`src/rtl/tcr_div_pkg.sv`:
```
package tcr_div_pkg;
  // Default counter width; ratio spans 4 .. 4*2**CNT_W
  localparam int unsigned DEF_CNT_W = 8;
  // Input pair of the toggle stage, written {j,k}
  typedef enum logic [1:0] {
    JK_HOLD   = 2'b00,
    JK_CLEAR  = 2'b01,
    JK_SET    = 2'b10,
    JK_TOGGLE = 2'b11
  } jk_cmd_e;
endpackage

```
`src/rtl/tcr_ce_prescaler.sv`:
```
module tcr_ce_prescaler #(
  parameter int unsigned PRE_DIV = 2
) (
  input  logic clk_i,
  input  logic rst_ni,
  output logic ce_o
);
  generate
    if (PRE_DIV <= 1) begin : g_pass
      assign ce_o = 1'b1;
    end else begin : g_div
      localparam int unsigned PW = $clog2(PRE_DIV);
      localparam logic [PW-1:0] LAST = PW'(PRE_DIV - 1);
      logic [PW-1:0] ph_q;
      always_ff @(posedge clk_i or negedge rst_ni) begin
        if (!rst_ni)           ph_q <= '0;
        else if (ph_q == LAST) ph_q <= '0;
        else                   ph_q <= ph_q + 1'b1;
      end
      assign ce_o = (ph_q == LAST);

      AST_CE_GAPS: assert property (@(posedge clk_i) disable iff (!rst_ni)
        ce_o |=> !ce_o);
    end
  endgenerate
endmodule

```
`src/rtl/tcr_reload_counter.sv`:
```
module tcr_reload_counter #(
  parameter int unsigned CNT_W = 8
) (
  input  logic             clk_i,
  input  logic             rst_ni,
  input  logic             ce_i,
  input  logic [CNT_W-1:0] load_i,
  output logic             tc_n_o
);
  typedef logic [CNT_W-1:0] cnt_t;
  localparam cnt_t TERM = '1;

  cnt_t count_q;
  logic at_term;

  assign at_term = (count_q == TERM);
  assign tc_n_o  = ~at_term;

  always_ff @(posedge clk_i or negedge rst_ni) begin
    if (!rst_ni)      count_q <= '0;
    else if (ce_i) begin
      if (at_term)    count_q <= load_i;
      else            count_q <= count_q + 1'b1;
    end
  end

  AST_COUNT_IDLE: assert property (@(posedge clk_i) disable iff (!rst_ni)
    !$past(ce_i) |-> $stable(count_q));
  AST_COUNT_STEP: assert property (@(posedge clk_i) disable iff (!rst_ni)
    ($past(ce_i) && $past(count_q) != TERM) |-> count_q == cnt_t'($past(count_q) + 1'b1));
  AST_RELOAD_VAL: assert property (@(posedge clk_i) disable iff (!rst_ni)
    ($past(ce_i) && $past(count_q) == TERM) |-> count_q == $past(load_i));
endmodule

```
`src/rtl/tcr_tc_pipe.sv`:
```
module tcr_tc_pipe (
  input  logic clk_i,
  input  logic rst_ni,
  input  logic ce_i,
  input  logic tc_n_i,
  output logic stb_o
);
  always_ff @(posedge clk_i or negedge rst_ni) begin
    if (!rst_ni)   stb_o <= 1'b0;
    else if (ce_i) stb_o <= ~tc_n_i;
  end

  AST_STB_AFTER_TC: assert property (@(posedge clk_i) disable iff (!rst_ni)
    $rose(stb_o) |-> $past(!tc_n_i));
endmodule

```
`src/rtl/tcr_toggle_stage.sv`:
```
module tcr_toggle_stage
  import tcr_div_pkg::*;
(
  input  logic clk_i,
  input  logic rst_ni,
  input  logic ce_i,
  input  logic stb_i,
  output logic q_o
);
  jk_cmd_e cmd;
  assign cmd = jk_cmd_e'({stb_i, stb_i});

  always_ff @(posedge clk_i or negedge rst_ni) begin
    if (!rst_ni) q_o <= 1'b0;
    else if (ce_i) begin
      unique case (cmd)
        JK_HOLD:   q_o <= q_o;
        JK_CLEAR:  q_o <= 1'b0;
        JK_SET:    q_o <= 1'b1;
        JK_TOGGLE: q_o <= ~q_o;
      endcase
    end
  end

  AST_TOGGLE_NEEDS_STB: assert property (@(posedge clk_i) disable iff (!rst_ni)
    (q_o != $past(q_o)) |-> $past(stb_i));
endmodule

```
`src/rtl/tcr_clock_divider.sv`:
```
module tcr_clock_divider
  import tcr_div_pkg::*;
#(
  parameter int unsigned CNT_W   = DEF_CNT_W,
  parameter int unsigned PRE_DIV = 2
) (
  input  logic             clk_i,
  input  logic             rst_ni,
  input  logic [CNT_W-1:0] reload_val_i,
  output logic             div_clk_o,
  output logic             tc_stb_o
);
  logic ce, tc_n, stb;

  tcr_ce_prescaler #(.PRE_DIV(PRE_DIV)) u_pre (
    .clk_i(clk_i), .rst_ni(rst_ni), .ce_o(ce));

  tcr_reload_counter #(.CNT_W(CNT_W)) u_cnt (
    .clk_i(clk_i), .rst_ni(rst_ni), .ce_i(ce),
    .load_i(reload_val_i), .tc_n_o(tc_n));

  tcr_tc_pipe u_pipe (
    .clk_i(clk_i), .rst_ni(rst_ni), .ce_i(ce),
    .tc_n_i(tc_n), .stb_o(stb));

  tcr_toggle_stage u_tog (
    .clk_i(clk_i), .rst_ni(rst_ni), .ce_i(ce),
    .stb_i(stb), .q_o(div_clk_o));

  assign tc_stb_o = stb;
endmodule

```
`config.mk`:
```
export PLATFORM = sky130hd
export DESIGN_NAME = tcr_clock_divider
export DESIGN_NICKNAME = d
export VERILOG_FILES = /design/src/rtl/tcr_div_pkg.sv /design/src/rtl/tcr_ce_prescaler.sv /design/src/rtl/tcr_reload_counter.sv /design/src/rtl/tcr_tc_pipe.sv /design/src/rtl/tcr_toggle_stage.sv /design/src/rtl/tcr_clock_divider.sv
export SDC_FILE = /design/constraint.sdc
export NUM_CORES = 1
export LEC_CHECK = 0
export ABC_AREA = 1
export BUFFER_PORTS_ARGS = -buffer_cell sky130_fd_sc_hd__buf_4
export CAP_MARGIN = 40
export CORE_MARGIN = 2
export CORE_UTILIZATION = 38
export DETAILED_ROUTE_END_ITERATION = 16
export REMOVE_ABC_BUFFERS = 1
export SLEW_MARGIN = 20
export SYNTH_ARGS = -nofsm -noshare
export SYNTH_HDL_FRONTEND = slang
export SYNTH_SLANG_ARGS = --single-unit
```
`constraint.sdc`:
```
create_clock -name clk_i -period 1.9 [get_ports clk_i]
set_clock_uncertainty 0.15 [all_clocks]
set_input_delay 0.475 -clock clk_i [delete_from_list [all_inputs] [get_ports clk_i]]
set_output_delay 0.475 -clock clk_i [all_outputs]
set_load 0.03 [all_outputs]
```
==> impl_results.md, run 1 <==
- Worst skew pair latency: 0.28 ns
- Min-Delay Path Class: input pin to flip-flop
- Cells after Synth: 85
- CTS tree: yes
- Vias in the first global route: 490
- WL met1: 660 um
- Avg WL per Cell: approximately 11 um
- Synth top area cells: dfrtp_1 42%, nand2_1 14%, nand3_1 6.1%
- Vias: 573
- Multi-input gate area: about 330 um2
- EDFF count, synth: 0
- Total chip power: 0.769 mW
- Share of the synthesized area in the top cell type: 42.0%
- DRT Pass-1 Iters: 4
- Full die area: 2070 um2
- Worst Tran Pin Value: 0.203 ns
- Synth area leader: dfrtp_1
- Synthesized area per cell: between 7 and 8 um2
- RSZ-0062 raised after global routing: false
- Crit path largest cell delay: 0.41 ns
- Most common cell in the synthesized netlist: nand2_1
- 1st-iter DRT viols: 22
- DIE HEIGHT: ~46 um
- PortBufs: 11
- Post-synthesis sequential area ratio: between 40% and 50%
- Total gr overflow: 0
- H-tree depth: 1
- Status: finished, final reports clean
- WL final: 1.31 mm
- Setup violators final: 0
- Clock Path Buffers: 2
- Slew margin rel.: 86.4%
- Buf+Inv Stages, Crit Path: 1
- Final Net Count: 113
- Yosys cell types: 22
- Sequential cell area: 275 um2
- CP startpoint kind: flip-flop
- HPWL Detailed: 957 um
- Met2 routed WL: 566 um
- Max frequency: 668 MHz
- Slew Limit Fails: 0
- First-pass GRT wire length: 2.22 mm
- Setup TNS: 0 ns
- Synth Register Bits: 11
- WP data arrival: 0.87 ns
- Final Hold Fails: 0
- Core area: 1670 um2
- Tcrit/Tclk final: 78.8%
- FFs w/ async S/R, synth: 100%
- Max VDD drop: 452 uV
- Top post-synthesis cells by count: 25 x nand2_1, 11 x dfrtp_1, 10 x inv_1
- Clk sink count: 11
- Placer Congestion: 0.804
- Maxcap violations: 0
- Rows: 15
- Top Layer Used: met4
- Largest net degree at the start of global routing: 14
- Critical Path RT: ~1.3 ns
- ANT cells: 0
- Clock slew at reported path FFs: 0.07 ns
- LEAKAGE: 0.441 nW
- Met3 wire length: 42 um
- Ports: 12
- Antenna violations before repair: 0
- Mapped cell area: 656 um2
- Total GRT Usage: approximately 16%
- Final min period: ~1.5 ns
- Main synth FF type: dfrtp_1
- CTS root buffer: clkbuf_4
- CP Max Fanout: 3
- Area delta synth->final: 21.4%
- Crit end category: output port
- TritonCTS buffer count: 3
- Critical path class: flip-flop to output port
- Top Family by Delay on Critical Path: flip-flops
- Fill cells: 167
- Drt via density: about 4.9
- Power density of the placed cells: 966 nW/um2
- Routed Antenna Nets: 0
- YS warnings: 0
- CP max stage cell: dfrtp_1
- Die width: 45.5 um
- Cell Chain, Critical Path: buf_4
- Initial Util: 39.3%
- Ratio of cells with drive above 1 in the final layout: 22.8%
- # DRC: 0
## power by group
group	internal (mW)	switching, mW
clock	0.0815	0.0845
combinational	0.101	0.149
sequential	0.288	0.0650
## stage by stage
stage / setup WS [ns] / hold WS (ns) / instance area [um2] / cells / util, %
3_3_place_gp: 0.509 / 0.171 / 759 / 113 / 45.5
5_1_grt: 0.371 / 0.309 / 796 / 118 / 47.6
3_5_place_dp: 0.467 / 0.168 / 759 / 113 / 45.5
6_report: 0.403 / 0.279 / 796 / 118 / 47.6
2_1_floorplan: 0.568 / 0.0294 / 648 / 84 / -
4_1_cts: 0.394 / 0.274 / 796 / 118 / 47.6
## path summary, 6_finish.rpt
path                                              start  cells after the start  slack (ns)                      endpoint
max                            u_pipe.stb_o$_DFFE_PN0P_                      1        0.40                      tc_stb_o
min                                     reload_val_i[4]                      3        0.28  u_cnt.count_q[4]$_DFFE_PN0P_
max reg2reg                u_cnt.count_q[0]$_DFFE_PN0P_                      8        0.45  u_cnt.count_q[7]$_DFFE_PN0P_
min reg2reg                       u_tog.q_o$_DFFE_PN0P_                      1        0.33         u_tog.q_o$_DFFE_PN0P_
max in group asynchronous                        rst_ni                      2        1.04         u_tog.q_o$_DFFE_PN0P_
min in group asynchronous                        rst_ni                      2        0.41  u_cnt.count_q[6]$_DFFE_PN0P_
## what timing repair did
action | 4_1_cts | 5_1_grt
hold buffers | 1 | 0
endpoints found under the hold margin | 11 | 0
gates resized for setup | 0 | 0
buffers inserted | 0 | 0
## final cells by class
| cell class | count | area share, % |
|---|---|---|
| Multi-Input combinational cell | 62 | 41.7 |
| Sequential cell | 11 | 34.6 |
| Timing Repair Buffer | 13 | 12.6 |
| Inverter | 11 | 5.19 |
| Clock buffer | 4 | 3.30 |
| Tap cell | 17 | 2.67 |
## cells in the final DEF (no fill, tap or decap), types with 2 or more instances in the layout
cell and instances:
o21ai_0 3, nand2_4 2, inv_1 10, dfrtp_1 11
buf_4 12, a31oi_1 2, a21oi_1 2, nand2_1 25
nand3_1 8, clkbuf_4 3, nor2_1 7, nand2_2 3
## logic make-up (layout without fill, tap and decap cells)
kind of cell	Yosys count	count (layout)	share of synthesized area, %
xor+xnor	1	1	1.34
compound gates	11	11	9.73
flops	11	11	42.0
simple gates	49	49	37.6
buf+inv	12	28	7.44
fa+ha+maj	1	1	1.91
## metal layers
layer  vias up  track usage [%]
li1        305                -
met1       253             22.6
met3         5             2.38
met4         0             12.4
met5         -                0
met2        10             20.6
## state kept, by name, indices dropped and copies added, names as in the netlist
register       flops
u_tog.q_o          1
u_pre.ce_o         1
u_pipe.stb_o       1
u_cnt.count_q      8
No activity file was read; power rests on OpenSTA's default activity.
==> inputs of run 2 (changes only) <==
==> constraint.sdc (replaced) <==
create_clock -name clk_i -period 1.2 [get_ports clk_i]
set_clock_uncertainty 0.15 [all_clocks]
set_input_delay 0.3 -clock clk_i [delete_from_list [all_inputs] [get_ports clk_i]]
set_output_delay 0.3 -clock clk_i [all_outputs]
set_load 0.03 [all_outputs]
==> run 2 against run 1 <==
Effect of this change: the flow now finishes with violations (negative setup slack); via count is 4.0% higher; largest cell class unchanged; critical path depth is 5 higher; worst hold slack worse by 0.16 ns; non-clock buffer count is 9 higher; highest routed layer unchanged; largest power group is now combinational cells.
==> impl_results.md, run 2 (synthesized netlist as in run 1, its figures left out) <==
- Clock slew at reported path FFs: 0.06 ns
- Clock share of power: 18.4%
- Tcrit/Tclk final: 110%
- Most frequent CP cell: nand2_4
- Full die area: 2070 um2
- R2r startpoint: u_cnt.count_q[1]$_DFFE_PN0P_
- WL final: 1.39 mm
- Sw frac: 37.5%
- Top reg by flops: u_cnt.count_q
- Placer Congestion: 0.806
- Final hold slack: approximately 0.12 ns
- Worst Tran Pin Value: 0.191 ns
- Ports: 12
- Avg WL per Cell: 10.9 um
- Final min period: 1.32 ns
- Failing checks: negative setup slack
- Combinational share of power: 41.5%
- Dpl ws: -0.196 ns
- Max reg flops: 8
- Area delta synth->final: 36.8%
- Vias in the first global route: 505
- Final Net Count: 122
- Status: finished with violations
- Crit path largest cell delay: 0.39 ns
- TritonCTS buffer count: 3
- CP Launch Point: u_cnt.count_q[1]$_DFFE_PN0P_
- Total chip power: 1.35 mW
- H-tree depth: 1
- Critical path class: flip-flop to flip-flop
- Die width: 45.5 um
- WP data arrival: 1.33 ns
- Slew margin rel.: 87.2%
- Maxcap violations: 0
- # DRC: 0
- Total gr overflow: 0
- Switching power: 0.506 mW
- CTS root buffer: clkbuf_4
- Worst Hold Launch: reload_val_i[4]
- Clk sink count: 11
- Slew Limit Fails: 0
- Internal power: around 0.84 mW
- PortBufs: 11
- 1st-iter DRT viols: 21
- Worst skew pair latency: 0.27 ns
- CP Max Fanout: 6
- RSZ-0062 raised after global routing: true
- Setup TNS: -0.953 ns
- Initial Util: roughly two fifths
- Ratio of cells with drive above 1 in the final layout: 30.9%
- HPWL Detailed: 1.01 mm
- Final Hold Fails: 0
- CP max stage cell: dfrtp_1
- Max VDD drop: roughly 1100 uV
- First-pass GRT wire length: 2.31 mm
- ANT cells: 0
- Core area: 1670 um2
- Critical Path RT: about 1.2 ns
- Max frequency: 755 MHz
- Worst setup margin: -0.125 ns
- Min-Delay Path Class: input pin to flip-flop
- Total GRT Usage: 16.6%
- Commonest non-fill, non-tap cell in the layout: nand2_1
- Setup violators final: 11
- Fill cells: 152
- Flop pwr share: about two fifths
- LEAKAGE: approximately 0.5 nW
- DRT Pass-1 Iters: 4
- Power density of the placed cells: 1510 nW/um2
- DIE HEIGHT: 45.5 um
- CTS tree: yes
- Rows: 15
- Clock Path Buffers: 2
- Crit end category: flip-flop
- CP startpoint kind: flip-flop
- Cell Chain, Critical Path: ha_4 > nand2_4 > nor2_8 > nand2_4 > nor2_1 > o21ai_2
- Commonest non-fill, non-tap cells in the layout: 25 x nand2_1, 19 x buf_4, 11 x dfrtp_1
- Antenna violations before repair: 0
- Largest net degree at the start of global routing: 14
- Routed Antenna Nets: 0
- Vias: approximately 600
- Drt via density: 4.69
[run 2: worst max-delay path, delay by kind of cell, from the launching register on]
kind | cells | cell delay (ns)
AND/OR/NAND/NOR | 4 | 0.43
AO/OA/AOI/OAI | 1 | 0.07
flip-flops | 1 | 0.39
adder cells (fa/ha/maj) | 1 | 0.17
[run 2: path summary, 6_finish.rpt]
check / slack [ns] / depth (start not counted) / to
max reg2reg: -0.12 / 6 / u_cnt.count_q[1]$_DFFE_PN0P_
max in group asynchronous: 0.49 / 2 / u_cnt.count_q[3]$_DFFE_PN0P_
max: -0.12 / 6 / u_cnt.count_q[1]$_DFFE_PN0P_
min: 0.12 / 3 / u_cnt.count_q[4]$_DFFE_PN0P_
min in group asynchronous: 0.24 / 2 / u_pre.ce_o$_DFF_PN0_
min reg2reg: 0.39 / 2 / u_cnt.count_q[6]$_DFFE_PN0P_
[run 2: power groups by stage]
stage,sequential [mW],clock (mW),combinational (mW)
after floorplan,0.548,0,0.309
after global placement,0.531,0,0.500
after detailed placement,0.533,0,0.505
after CTS,0.540,0.266,0.535
after global routing,0.553,0.288,0.637
final,0.541,0.248,0.561
[run 2: cell type report]
type	count	area [um2]	share of cell area, %
sequential	11	275	30.7
tap	17	21.3	2.37
multi-input combinational	62	358	39.9
inverter	11	41.3	4.60
clock buffer	4	26.3	2.93
timing repair buffer	22	175	19.5
[run 2: what timing repair did]
item,in CTS,in global routing
gates resized for setup,6,2
hold buffers,1,0
buffers inserted,1,2
hold endpoints to repair,11,0
endpoints found under the setup margin,11,11
pin swaps,3,1
[run 2: per-layer routing]
layer | vias to the layer above | global-route usage [%] | share of wire (%)
met3 | 2 | 7.14 | 3.7
li1 | 320 | - | -
met1 | 267 | 22.6 | 50
met5 | - | 0 | 0
met2 | 7 | 22.0 | 45
met4 | 0 | 8.82 | 1.5
[run 2: stage by stage]
stage	utilization (%)	instances	instance area (um2)
finish	53.7	127	897
floorplan	-	84	648
detailed placement	48.2	119	805
global placement	48.2	119	805
CTS	52.6	125	878
global route	53.7	127	897
==> inputs of run 3 (changes only) <==
--- a/config.mk
+++ b/config.mk
@@ -16,3 +16,4 @@
 export SYNTH_ARGS = -nofsm -noshare
 export SYNTH_HDL_FRONTEND = slang
 export SYNTH_SLANG_ARGS = --single-unit
+export TNS_END_PERCENT = 50
==> constraint.sdc (replaced) <==
create_clock -name clk_i -period 1.2 [get_ports clk_i]
set_clock_uncertainty 0.15 [all_clocks]
set_input_delay 0.3 -clock clk_i [delete_from_list [all_inputs] [get_ports clk_i]]
set_output_delay 0.3 -clock clk_i [all_outputs]
set_load 0.1 [all_outputs]
==> run 3 against run 2 <==
Effect of this change: the run still ends with negative setup slack left; core utilization is 0.97 points higher; register-to-register slack hardly changed; final area is 1.8% higher; non-clock buffer count is 1 lower; sequential share of layout area is 0.55 points lower; power is 0.27% higher; maximum frequency is 1.9% lower.
==> impl_results.md, run 3 (synthesized netlist as in run 1, its figures left out) <==
- Vias: 598
- 1st-iter DRT viols: 8
- Ratio of cells with drive above 1 in the final layout: roughly 31%
- Drt via density: roughly 4.7
- Crit path largest cell delay: 0.43 ns
- CP Launch Point: u_pipe.stb_o$_DFFE_PN0P_
- Commonest non-fill, non-tap cell in the layout: nand2_1
- Maxcap violations: 0
- Slew Limit Fails: 0
- Power density of the placed cells: 1480 nW/um2
- Failing checks: negative setup slack
- Top Family by Delay on Critical Path: flip-flops
- Combinational share of power: 41.5%
- Largest net degree at the start of global routing: 14
- H-tree depth: 1
- Critical path class: flip-flop to output port
- Antenna violations before repair: 0
- Total chip power: around 1.4 mW
- Internal power: between 0.8 and 0.9 mW
- Final Net Count: 121
- CTS root buffer: clkbuf_4
- Ports: 12
- Worst skew pair latency: 0.27 ns
- Slew margin rel.: 87.1%
- TritonCTS buffer count: 3
- Tcrit/Tclk final: 112%
- Worst setup margin: -0.150 ns
- Sw frac: 38.0%
- PortBufs: 11
- Die width: between 40 and 50 um
- Vias in the first global route: 509
- Avg WL per Cell: 11.0 um
- Placer Congestion: 0.806
- Core area: around 1700 um2
- Area delta synth->final: 39.3%
- Total GRT Usage: 16.4%
- Max frequency: around 740 MHz
- Max VDD drop: 1110 uV
- Critical Path RT: between 0.7 and 0.8 ns
- LEAKAGE: ~0.50 nW
- Commonest non-fill, non-tap cells in the layout: 25 x nand2_1, 18 x buf_4, 11 x dfrtp_1
- Worst Tran Pin Value: 0.193 ns
- Rows: 15
- Crit. path cell count: 1
- ANT cells: 0
- HPWL Detailed: 1.01 mm
- Initial Util: 39.3%
- DRT Pass-1 Iters: 4
- Final Hold Fails: 0
- WP data arrival: 0.90 ns
- Full die area: 2070 um2
- CP max stage cell: dfrtp_1
- # DRC: 0
- Final hold slack: 0.117 ns
- Fill cells: 154
- Setup violators final: 11
- Final min period: 1.35 ns
- Max reg flops: 8
- Clock slew at reported path FFs: 0.07 ns
- Top reg by flops: u_cnt.count_q
- CP Max Fanout: 3
- R2r startpoint: u_cnt.count_q[1]$_DFFE_PN0P_
- WL final: 1.38 mm
- Cell Chain, Critical Path: buf_12
- Flop pwr share: 40.0%
- Reg2Reg Depth: 8
- Clk sink count: 11
- Clock share of power: between 15 and 20%
- DIE HEIGHT: 45.5 um
- Total gr overflow: 0
- CTS tree: yes
- First-pass GRT wire length: roughly 2.3 mm
- Final core occ: a little over half
- Min-Delay Path Class: input pin to flip-flop
- Crit path to: tc_stb_o
- Buf+Inv Stages, Crit Path: 1
- Clock Path Buffers: 2
- Status: finished with violations
- Flop2flop setup slack: -0.13 ns
- Switching power: 0.515 mW
- Routed Antenna Nets: 0
- RSZ-0062 raised after global routing: true
- CP startpoint kind: flip-flop
- Crit end category: output port
- R2r endpoint: u_cnt.count_q[7]$_DFFE_PN0P_
## run 3: changes by cell type in the layout (fill, tap and decap cells not counted), sizes merged
cell,delta
buf,-1
## run 3: worst min-delay path by stage
stage	cells past startpoint	slack (ns)	from	endpoint
after floorplan	0	-0.15	rst_ni	u_cnt.count_q[0]$_DFFE_PN0P_
final	3	0.12	reload_val_i[4]	u_cnt.count_q[4]$_DFFE_PN0P_
after CTS	3	0.11	reload_val_i[4]	u_cnt.count_q[4]$_DFFE_PN0P_
after global routing	3	0.13	reload_val_i[4]	u_cnt.count_q[4]$_DFFE_PN0P_
after global placement	1	-0.004	rst_ni	u_pre.ce_o$_DFF_PN0_
after detailed placement	1	-0.005	rst_ni	u_cnt.count_q[7]$_DFFE_PN0P_
## run 3: metal layers
| metal | global-route usage [%] | routed length (um) | up-vias |
|---|---|---|---|
| met4 | 8.82 | 25 | 0 |
| met1 | 21.8 | 661 | 264 |
| met2 | 22.0 | 636 | 10 |
| li1 | - | - | 320 |
| met5 | 0 | 0 | - |
| met3 | 7.14 | 61 | 4 |
## run 3: layout make-up
type                    count  area (um2)  area share (%)
clock buffers               4        26.3            2.88
multi-input cells          62         364            39.9
repair buffers             21         185            20.3
flip-flops and latches     11         275            30.1
well taps                  17        21.3            2.33
inverters                  11        41.3            4.52
## run 3: power groups by stage
stage	registers [mW]	clock network, mW	logic (mW)
floorplan	0.557	0	0.309
global placement	0.531	0	0.509
detailed placement	0.533	0	0.514
CTS	0.541	0.266	0.548
global route	0.552	0.288	0.636
finish	0.542	0.251	0.562
## run 3: through the flow
stage	cell area, um2	worst slack, ns	TNS [ns]	instances
floorplan	648	-0.317	-1.46	84
global placement	805	-0.134	-0.859	119
detailed placement	805	-0.196	-1.24	119
CTS	902	-0.150	-1.08	125
global route	913	-0.219	-1.82	126
finish	913	-0.150	-1.06	126
## run 3: worst min-delay path, delay by kind of cell
family,cells,cell delay (ns)
and+or+nand+nor,1,0.07
AOI/OAI and AO/OA,1,0.05
buffers and inverters,1,0.07
## run 3: repair_timing
| action | CTS | global route |
|---|---|---|
| hold endpoints to repair | 11 | 0 |
| buffers inserted | 1 | 1 |
| pin swaps | 4 | 0 |
| resized for setup | 11 | 2 |
| endpoints found under the setup margin | 11 | 11 |
| hold buffers | 1 | 0 |
